**src/rtl/lattice_subst_pkg.sv**
```systemverilog
package lattice_subst_pkg;

    localparam int WORD_W   = 64;
    localparam int NUM_DIRS = 3;

    typedef logic [WORD_W-1:0] word_t;

    // Spatial directions in the order they are processed.
    typedef enum logic [1:0] {
        DIR_X = 2'd0,
        DIR_Y = 2'd1,
        DIR_Z = 2'd2
    } dir_e;

    // One word travelling down the substitution pipe, with its masks.
    typedef struct packed {
        logic                       valid;
        word_t                      data;
        logic [NUM_DIRS-1:0][WORD_W-1:0] mask;
    } beat_t;

    // Keep local bits where sel is 0, take neighbour bits where sel is 1.
    function automatic word_t merge_bits(word_t local_w, word_t nbr_w, word_t sel);
        return (local_w & ~sel) | (nbr_w & sel);
    endfunction

endpackage

```
**src/rtl/wrap_link_gate.sv**
```systemverilog
module wrap_link_gate
    import lattice_subst_pkg::*;
(
    input  logic  valid,
    input  word_t data,
    input  word_t sel,
    output word_t link_bits
);
    // Only wrapped bits of a valid word leave the chip; an idle slot sends zeros.
    always_comb begin
        if (valid) link_bits = data & sel;
        else       link_bits = '0;
    end
endmodule

```
**src/rtl/wrap_stage.sv**
```systemverilog
module wrap_stage
    import lattice_subst_pkg::*;
#(
    parameter int DIR_IDX = 0
) (
    input  logic  clk,
    input  logic  rst,
    input  beat_t in_beat,
    input  word_t rx_bits,
    output word_t tx_bits,
    output beat_t out_beat
);
    word_t sel;
    word_t merged;

    assign sel    = in_beat.mask[DIR_IDX];
    assign merged = merge_bits(in_beat.data, rx_bits, sel);

    wrap_link_gate u_gate (
        .valid     (in_beat.valid),
        .data      (in_beat.data),
        .sel       (sel),
        .link_bits (tx_bits)
    );

    always_ff @(posedge clk) begin
        if (rst) begin
            out_beat <= '0;
        end else if (in_beat.valid) begin
            out_beat.valid <= 1'b1;
            out_beat.data  <= merged;
            out_beat.mask  <= in_beat.mask;
        end else begin
            out_beat <= '0;
        end
    end
endmodule

```
**src/rtl/mesh_wrap_subst.sv**
```systemverilog
module mesh_wrap_subst
    import lattice_subst_pkg::*;
(
    input  logic        clk,
    input  logic        rst,
    input  logic        in_valid,
    input  logic [63:0] in_word,
    input  logic [63:0] mask_x,
    input  logic [63:0] mask_y,
    input  logic [63:0] mask_z,
    input  logic [63:0] rx_x,
    input  logic [63:0] rx_y,
    input  logic [63:0] rx_z,
    output logic [63:0] tx_x,
    output logic [63:0] tx_y,
    output logic [63:0] tx_z,
    output logic        out_valid,
    output logic [63:0] out_word
);
    beat_t beats [NUM_DIRS+1];
    word_t rx_arr [NUM_DIRS];
    word_t tx_arr [NUM_DIRS];

    // Entry beat: masks travel with their word so each stage sees its own.
    always_comb begin
        beats[0].valid            = in_valid;
        beats[0].data             = in_word;
        beats[0].mask[int'(DIR_X)] = mask_x;
        beats[0].mask[int'(DIR_Y)] = mask_y;
        beats[0].mask[int'(DIR_Z)] = mask_z;
    end

    assign rx_arr[int'(DIR_X)] = rx_x;
    assign rx_arr[int'(DIR_Y)] = rx_y;
    assign rx_arr[int'(DIR_Z)] = rx_z;

    // One registered stage per direction, x then y then z.
    for (genvar d = 0; d < NUM_DIRS; d++) begin : g_dir
        wrap_stage #(.DIR_IDX(d)) u_stage (
            .clk      (clk),
            .rst      (rst),
            .in_beat  (beats[d]),
            .rx_bits  (rx_arr[d]),
            .tx_bits  (tx_arr[d]),
            .out_beat (beats[d+1])
        );
    end

    assign tx_x      = tx_arr[int'(DIR_X)];
    assign tx_y      = tx_arr[int'(DIR_Y)];
    assign tx_z      = tx_arr[int'(DIR_Z)];
    assign out_valid = beats[NUM_DIRS].valid;
    assign out_word  = beats[NUM_DIRS].data;
endmodule

```
**config.mk**
```make
export PLATFORM = sky130hd
export DESIGN_NAME = mesh_wrap_subst
export DESIGN_NICKNAME = d
export VERILOG_FILES = /design/src/rtl/lattice_subst_pkg.sv /design/src/rtl/wrap_link_gate.sv /design/src/rtl/wrap_stage.sv /design/src/rtl/mesh_wrap_subst.sv
export SDC_FILE = /design/constraint.sdc
export NUM_CORES = 1
export LEC_CHECK = 0
export ABC_AREA = 0
export BUFFER_PORTS_ARGS = -buffer_cell sky130_fd_sc_hd__buf_2
export CAP_MARGIN = 15
export CORE_AREA = 10 10 266 268
export DETAILED_ROUTE_END_ITERATION = 8
export DIE_AREA = 0 0 276 278
export GPL_TIMING_DRIVEN = 1
export PLACE_DENSITY = 0.41
export SETUP_SLACK_MARGIN = 0.2
export SKIP_LAST_GASP = 1
export SYNTH_ARGS = -nofsm -noshare
export SYNTH_HDL_FRONTEND = slang
export SYNTH_SLANG_ARGS = --single-unit
```
**constraint.sdc**
```tcl
create_clock -name clk -period 3 [get_ports clk]
set_clock_uncertainty 0.1 [all_clocks]
set_input_delay 0.6 -clock clk [delete_from_list [all_inputs] [get_ports clk]]
set_output_delay 0.6 -clock clk [all_outputs]
set_load 0.05 [all_outputs]
```
# Word-level counts from Yosys, hierarchy flattened
# Cells that the tools add are included.
totals:
  out_inout_bits: 257
  ff_bits: 579
  wordCells: 39
  in_bits: 451
classes:
  n_bitwise: 18
  muxes: 6
  reduce_logical: 3
ops:
  columns: ["operator", "n"]
  rows:
  - ["$mux 257", 3]
  - ["$and 64x64->64", 9]
  - ["$mux 64", 3]
  - ["$not 64->64", 3]
  - ["$or 64x64->64", 3]
  - ["$reduce_or 2->1", 3]
  - ["$not 1->1", 3]

# Logic depth before layout (Yosys ltp)
# Gate-level depths: netlist of the first run.
logic_depth:
  word_depth: 4
  ltp_mapped: 5

# Cells and area by module
# Synthesis of the first run repeated with hierarchy kept, for this count alone.
unflattened:
  cells_unflattened: 2031
  area_unflattened_um2: 24038.1
by_module_without_submodules:
  columns: ["mod", "cells_per_inst", "area_per_inst_um2", "seq_area_each_um2", "instances"]
  rows:
  - ["wrap_stage", 607, 7502.2, 5144.9, 3]
  - ["wrap_link_gate", 70, 510.5, 0.0, 3]

# Worst setup path before layout of the first run
# No wires, ideal clock.
synth_path:
  path_type: "input -> output"
  from: "input port in_valid"
  to: "output port tx_x[10]"
  arrival_time_ns: 1.435
  path_buffers: 2
  cell_stages: 3
  t_required_ns: 2.300
  slack_ns: 0.865
  cell_sequence: "buf_2 > clkbuf_1 > and3_1"
synth_via:
  elab_chain_len: 1
synth_lines:
  columns: ["item", "line_no", "text"]
  rows:
  - ["start: declaration", "mesh_wrap_subst.sv:6", "input logic in_valid,"]
  - ["$mux 64", "wrap_link_gate.sv:11", "if (valid) link_bits = data & sel;"]
  - ["end: declaration", "mesh_wrap_subst.sv:14", "output logic [63:0] tx_x,"]
# No other way between the ends.

# Worst setup path in the final report of the first run
layout_path:
  from: "register g_dir[0].u_stage.out_beat[256] (netlist name)"
  to: "output port tx_y[5]"
layout_via:
  elab_chain_len: 1
layout_lines:
  columns: ["item", "line_no", "text"]
  rows:
  - ["$mux 64", "wrap_link_gate.sv:11", null]
  - ["end: declaration", "mesh_wrap_subst.sv:15", "output logic [63:0] tx_y,"]
# No other way between the ends.

==> metrics.txt, run 1 <==
FF/Latch Area 7750 µm²; Residual DRC 0; Routed Wire Length 59.5 mm; post-synthesis sequential area ratio 56.9%; CTS H-tree lvls 2; largest net degree at the start of global routing 71; RSZ-0062 raised after global routing false; first-pass GRT wire length 84.5 mm; fillcell total 7079; #FFs+latches synth 387; Pleak between 9 and 10 nW; Mean Syn Cell Area between 10 and 15 µm²; row count 94; clk_lat worst skew ~0.56 ns; Util after Layout slightly below 30%; final antenna-violating net count 0; GP Congestion 0.838; Hold Slack around 0.13 ns; Top reg by flops g_dir.u_stage.out_beat; largest cells by area after synthesis dfxtp_1 (57%), mux2i_1 (14%), and2_1 (8.8%); GRT Util Overall 14.7%; final worst path period share between 80 and 90%; min-delay worst type input pin to flop; Num Clock Sinks 387; R2R cell count 5; Post-Place Cell Area 17600 µm²; Max-cap violations 0; Slew Limit Fails 0; TritonCTS clock tree yes; Worst EP arrival 1.98 ns; Initial Util about a fifth; area of the multi-input gates 5090 µm²; worst r2r dst g_dir[1].u_stage.out_beat[174]$_SDFF_PP0_; post-synth cell types 12; core region area 65400 µm²; Post-synth EDFFs 0; Largest register FFs 387; via count 11300; hold wc startpoint mask_y[22]; Reg2Reg Launch Point g_dir[0].u_stage.out_beat[256]$_SDFF_PP0_; crit-path cells buf_12, and3_1, buf_2; ys async rst share 0%; minimum clock period 2.68 ns; deepest clock path buffer count 3; Routed wire per std cell 21.0 µm; post-route cell area around 19000 µm²; grt total ovfl 0; Power, Total 0.0119 W; Post-Syn Nets 1739; area grow syn2layout 41.3%; Worst Tran Pin Value 1.01 ns; DPL Wire Length 46.0 mm; vias in the first global route 12200; initial antenna violation count 22; Clock Root Buffer clkbuf_16; IO Pins 708; TritonRoute pass-1 iters 4; area share of the largest cell type after synthesis 56.9%; top_reg_cell synth dfxtp_1; Post-Synthesis Cell Area 13600 µm²; Crit Path Category flop to primary output; Max Clock Freq approximately 0.37 GHz; cell with the most instances after synthesis dfxtp_1; Die Footprint 76700 µm²; CTS Buf Count 47; Die Span X 276 µm; share of layout cells above drive strength 1 40.5%; yosys warns 0; Fin. Hold Viols 0; area leader, netlist dfxtp_1; crit path capture type primary output; hold path depth 2; Slew HR 32.5%; maximum vdd ir drop 0.327 mV; vias per cell 3.99; Clock Pin Slew Worst Setup and Hold Paths approximately 0.06 ns; R2R setup slack 0.95 ns; Hold Path End g_dir[0].u_stage.out_beat[86]$_SDFF_PP0_; top cells by count, synth dfxtp_1 (387), and2_1 (192), and3_1 (192), mux2i_1 (192), nor2_1 (192); Pwr per Cell Area around 600 nW/µm²; endpoints failing setup 0; crit start category flop; status completed; setup tns final 0 ns; die extent in y 278 µm; Post-CTS Hold Buffers 0; Top Registers g_dir.u_stage.out_beat x387; Final #Nets 2382; CP max stage delay between 0.5 and 0.6 ns; port buffer count about 710; post-synthesis instance total 1288; CP required around 2.3 ns; crit-path max FO 35; Crit-path slowest cell dfxtp_4; initial drt markers 290
-- cell families (layout without fill, tap and decap cells) --
group                  count (synthesis)  after routing  share of synthesized area (%)
muxes                                192            192                           14.1
buffers and inverters                130            808                           5.84
other                                  0              9                              0
DFF                                  387            387                           56.9
and+or+nand+nor                      579            579                           23.1
-- how the worst max path moves through the flow --
stage,start,endpoint,cells after the start
4_1_cts,g_dir[0].u_stage.out_beat[256]$_SDFF_PP0_,tx_y[5],3
6_report,g_dir[0].u_stage.out_beat[256]$_SDFF_PP0_,tx_y[5],3
3_5_place_dp,in_valid,g_dir[0].u_stage.out_beat[223]$_SDFF_PP0_,5
2_1_floorplan,in_valid,tx_x[10],3
5_1_grt,g_dir[0].u_stage.out_beat[256]$_SDFF_PP0_,tx_y[5],3
3_3_place_gp,g_dir[0].u_stage.out_beat[256]$_SDFF_PP0_,tx_y[5],3
-- power breakdown --
part	internal [W]	switching (W)
sequential	0.00528	0.0000708
clock	0.00340	0.00222
combinational	0.000406	0.000500
-- routing by layer --
metal,global-route usage (%),vias up,routed length (µm)
li1,-,5494,-
met1,15.4,5306,22300
met2,27.3,425,31200
met3,5.19,90,4640
met4,4.39,18,1220
met5,0,-,117
-- per-stage QoR --
| step | cells | setup slack, ns |
|---|---|---|
| finish | 2839 | 0.324 |
| global route | 2834 | 0.204 |
| CTS | 2830 | 0.201 |
| detailed placement | 2745 | 0.723 |
| global placement | 2745 | 0.757 |
| floorplan | 1288 | 0.865 |
-- worst max-delay path: cells and delay by family, from the launching register on --
| kind | cells | cell delay [ns] |
|---|---|---|
| flip-flops | 1 | 0.58 |
| AND/OR/NAND/NOR | 1 | 0.23 |
| buffers and inverters | 2 | 0.58 |
-- timing repair --
action | 4_1_cts | 5_1_grt
endpoints found under the setup margin | 34 | 0
setup buffers | 1 | 0
gates resized for setup | 0 | 0
-- cell type report --
class                   instances  area share [%]
diodes                          9           0.117
clock buffers                  71            7.12
clock inverters                13           0.814
inverters                       3          0.0716
multi-input cells             771            26.5
flip-flops and latches        387            40.3
well taps                     864            5.62
repair buffers                721            19.4
-- placed cells by master, fill, tap and decap left out, drive strengths merged --
master and count:
buf 721, dfxtp 387, and2 192, mux2i 192
nor2 192, and3 192, clkbuf 71, diode 9
inv 6, clkinv 5, nand2b 3, bufinv 3
clkinvlp 2
No activity file was read; power rests on OpenSTA's default activity.
==> run 2: changes to the inputs <==
--- a/config.mk
+++ b/config.mk
@@ -12,6 +12,7 @@
 export DETAILED_ROUTE_END_ITERATION = 8
 export DIE_AREA = 0 0 276 278
 export GPL_TIMING_DRIVEN = 1
+export MAX_ROUTING_LAYER = met4
 export PLACE_DENSITY = 0.41
 export SETUP_SLACK_MARGIN = 0.2
 export SKIP_LAST_GASP = 1
==> metrics.txt, run 2 (same netlist as run 1, synthesis figures left out) <==
core region area 65400 µm² (unchanged); crit-path max FO 35 (unchanged); Top Registers g_dir.u_stage.out_beat x387 (unchanged); Pleak 9.67 nW (about the same); Top reg by flops g_dir.u_stage.out_beat (unchanged); Post-Place Cell Area 17600 µm² (unchanged); FF/Latch Area 7750 µm² (unchanged); crit path capture type primary output (unchanged); Top Metal Used met4 (was met5); maximum vdd ir drop 0.327 mV (about the same); RSZ-0062 raised after global routing false (unchanged); GP Congestion 0.851 (was 0.838); row count 94 (unchanged); first-pass GRT wire length 84.3 mm (was 84.5 mm); DR WL met3 4.26 mm (was 4.64 mm); IO Pins 708 (unchanged); Final #Nets 2382 (unchanged); Num Clock Sinks 387 (unchanged); Fin. Hold Viols 0 (unchanged); Die Span X 276 µm (unchanged); Routed wire per std cell 20.9 µm (was 21.0 µm); GRT Util Overall 15.2% (was 14.7%); share of layout cells above drive strength 1 40.5% (unchanged); CTS Buf Count 47 (unchanged); vias per cell 3.98 (was 3.99); CTS H-tree lvls 2 (unchanged); crit start category flop (unchanged); CP required 2.30 ns (about the same); Initial Util 20.8% (unchanged); Resized Gates After CTS 0 (unchanged); Slew Limit Fails 0 (unchanged); commonest non-fill, non-tap cells in the layout buf_2 (707), dfxtp_1 (385) (unchanged); initial drt markers 293 (was 290); PnR worst setup slack 0.328 ns (was 0.324 ns); DPL Wire Length 46.0 mm (unchanged); Crit Path Category flop to primary output (unchanged); Worst Tran Pin Value 1.00 ns (was 1.01 ns); final antenna-violating net count 0 (unchanged); area grow syn2layout 41.4% (was 41.3%); port buffer count 707 (unchanged); Slew HR 33.2% (was 32.5%); die extent in y 278 µm (unchanged); Die Footprint 76700 µm² (unchanged); Max-cap violations 0 (unchanged); Power, Total 0.0119 W (about the same); met2 routed WL 31.2 mm (about the same); TritonCTS clock tree yes (unchanged); setup tns final 0 ns (unchanged); wl on met1 22.9 mm (was 22.3 mm); initial antenna violation count 18 (was 22); Residual DRC 0 (unchanged); Util after Layout 29.4% (about the same); via count 11300 (about the same); grt total ovfl 0 (unchanged); Routed Wire Length 59.5 mm (about the same); minimum clock period 2.67 ns (was 2.68 ns); Pwr per Cell Area 617 nW/µm² (was 618 nW/µm²); Clock Root Buffer clkbuf_16 (unchanged); fillcell total 7080 (was 7079); Largest register FFs 387 (unchanged); endpoints failing setup 0 (unchanged); Worst EP arrival 1.97 ns (was 1.98 ns); final worst path period share 89.1% (was 89.2%); pre-CTS setup slack 0.723 ns (unchanged); post-route cell area 19200 µm² (about the same); area of the multi-input gates 5090 µm² (unchanged); clk_lat worst skew 0.56 ns (about the same); largest net degree at the start of global routing 71 (unchanged); commonest non-fill, non-tap cell in the layout buf_2 (unchanged); Max Clock Freq 0.374 GHz (about the same); TritonRoute pass-1 iters 4 (unchanged); vias in the first global route 12300 (was 12200); deepest clock path buffer count 3 (unchanged); status completed (unchanged); min-delay worst type input pin to flop (unchanged); Clock Pin Slew Worst Setup and Hold Paths 0.06 ns (about the same)
[run 2: changes by cell type in the layout (fill, tap and decap cells not counted), sizes merged]
| cell | delta |
|---|---|
| diode | +6 |
[run 2: where the power goes]
group          internal (W)  total, W  switching (W)
clock               0.00340   0.00562        0.00222
combinational      0.000406  0.000906       0.000500
sequential          0.00528   0.00535      0.0000708
total               0.00909    0.0119        0.00279
[run 2: metal layers]
metal / up-vias / global-route usage (%)
met5: - / -
met4: 0 / 4.41
met3: 72 / 4.40
met2: 439 / 27.3
met1: 5302 / 15.9
li1: 5503 / -
[run 2: final cells by class]
| type | count | area share, % |
|---|---|---|
| multi-input combinational | 771 | 26.4 |
| tap | 864 | 5.62 |
| inverter | 3 | 0.0715 |
| sequential | 387 | 40.3 |
| antenna | 15 | 0.195 |
| clock buffer | 71 | 7.12 |
| timing repair buffer | 721 | 19.4 |
| clock inverter | 13 | 0.813 |
[run 2: through the flow]
step	hold WS [ns]	std cells
final	0.135	2845
after CTS	0.0790	2830
after detailed placement	0.310	2745
after global placement	0.309	2745
after floorplan	0.306	1288
after global routing	0.0935	2842
[run 2: worst paths after layout]
check / depth (start not counted) / slack (ns) / endpoint / start
max: 3 / 0.33 / tx_y[5] / g_dir[0].u_stage.out_beat[256]$_SDFF_PP0_
min: 2 / 0.14 / g_dir[0].u_stage.out_beat[86]$_SDFF_PP0_ / mask_y[22]
max reg2reg: 5 / 0.95 / g_dir[1].u_stage.out_beat[174]$_SDFF_PP0_ / g_dir[0].u_stage.out_beat[256]$_SDFF_PP0_
min reg2reg: 1 / 0.31 / g_dir[1].u_stage.out_beat[190]$_SDFF_PP0_ / g_dir[0].u_stage.out_beat[190]$_SDFF_PP0_
[run 2: repair_timing]
item / 4_1_cts / 5_1_grt
setup endpoints to repair: 34 / 0
setup buffers: 1 / 0
hold buffers: 0 / 0
endpoints found under the hold margin: 0 / 0
[run 2: worst max-delay path, stage by stage, from the launching register on]
cell and delay (ns):
dfxtp_4 0.58, buf_12 0.30, and3_1 0.23, buf_2 0.28
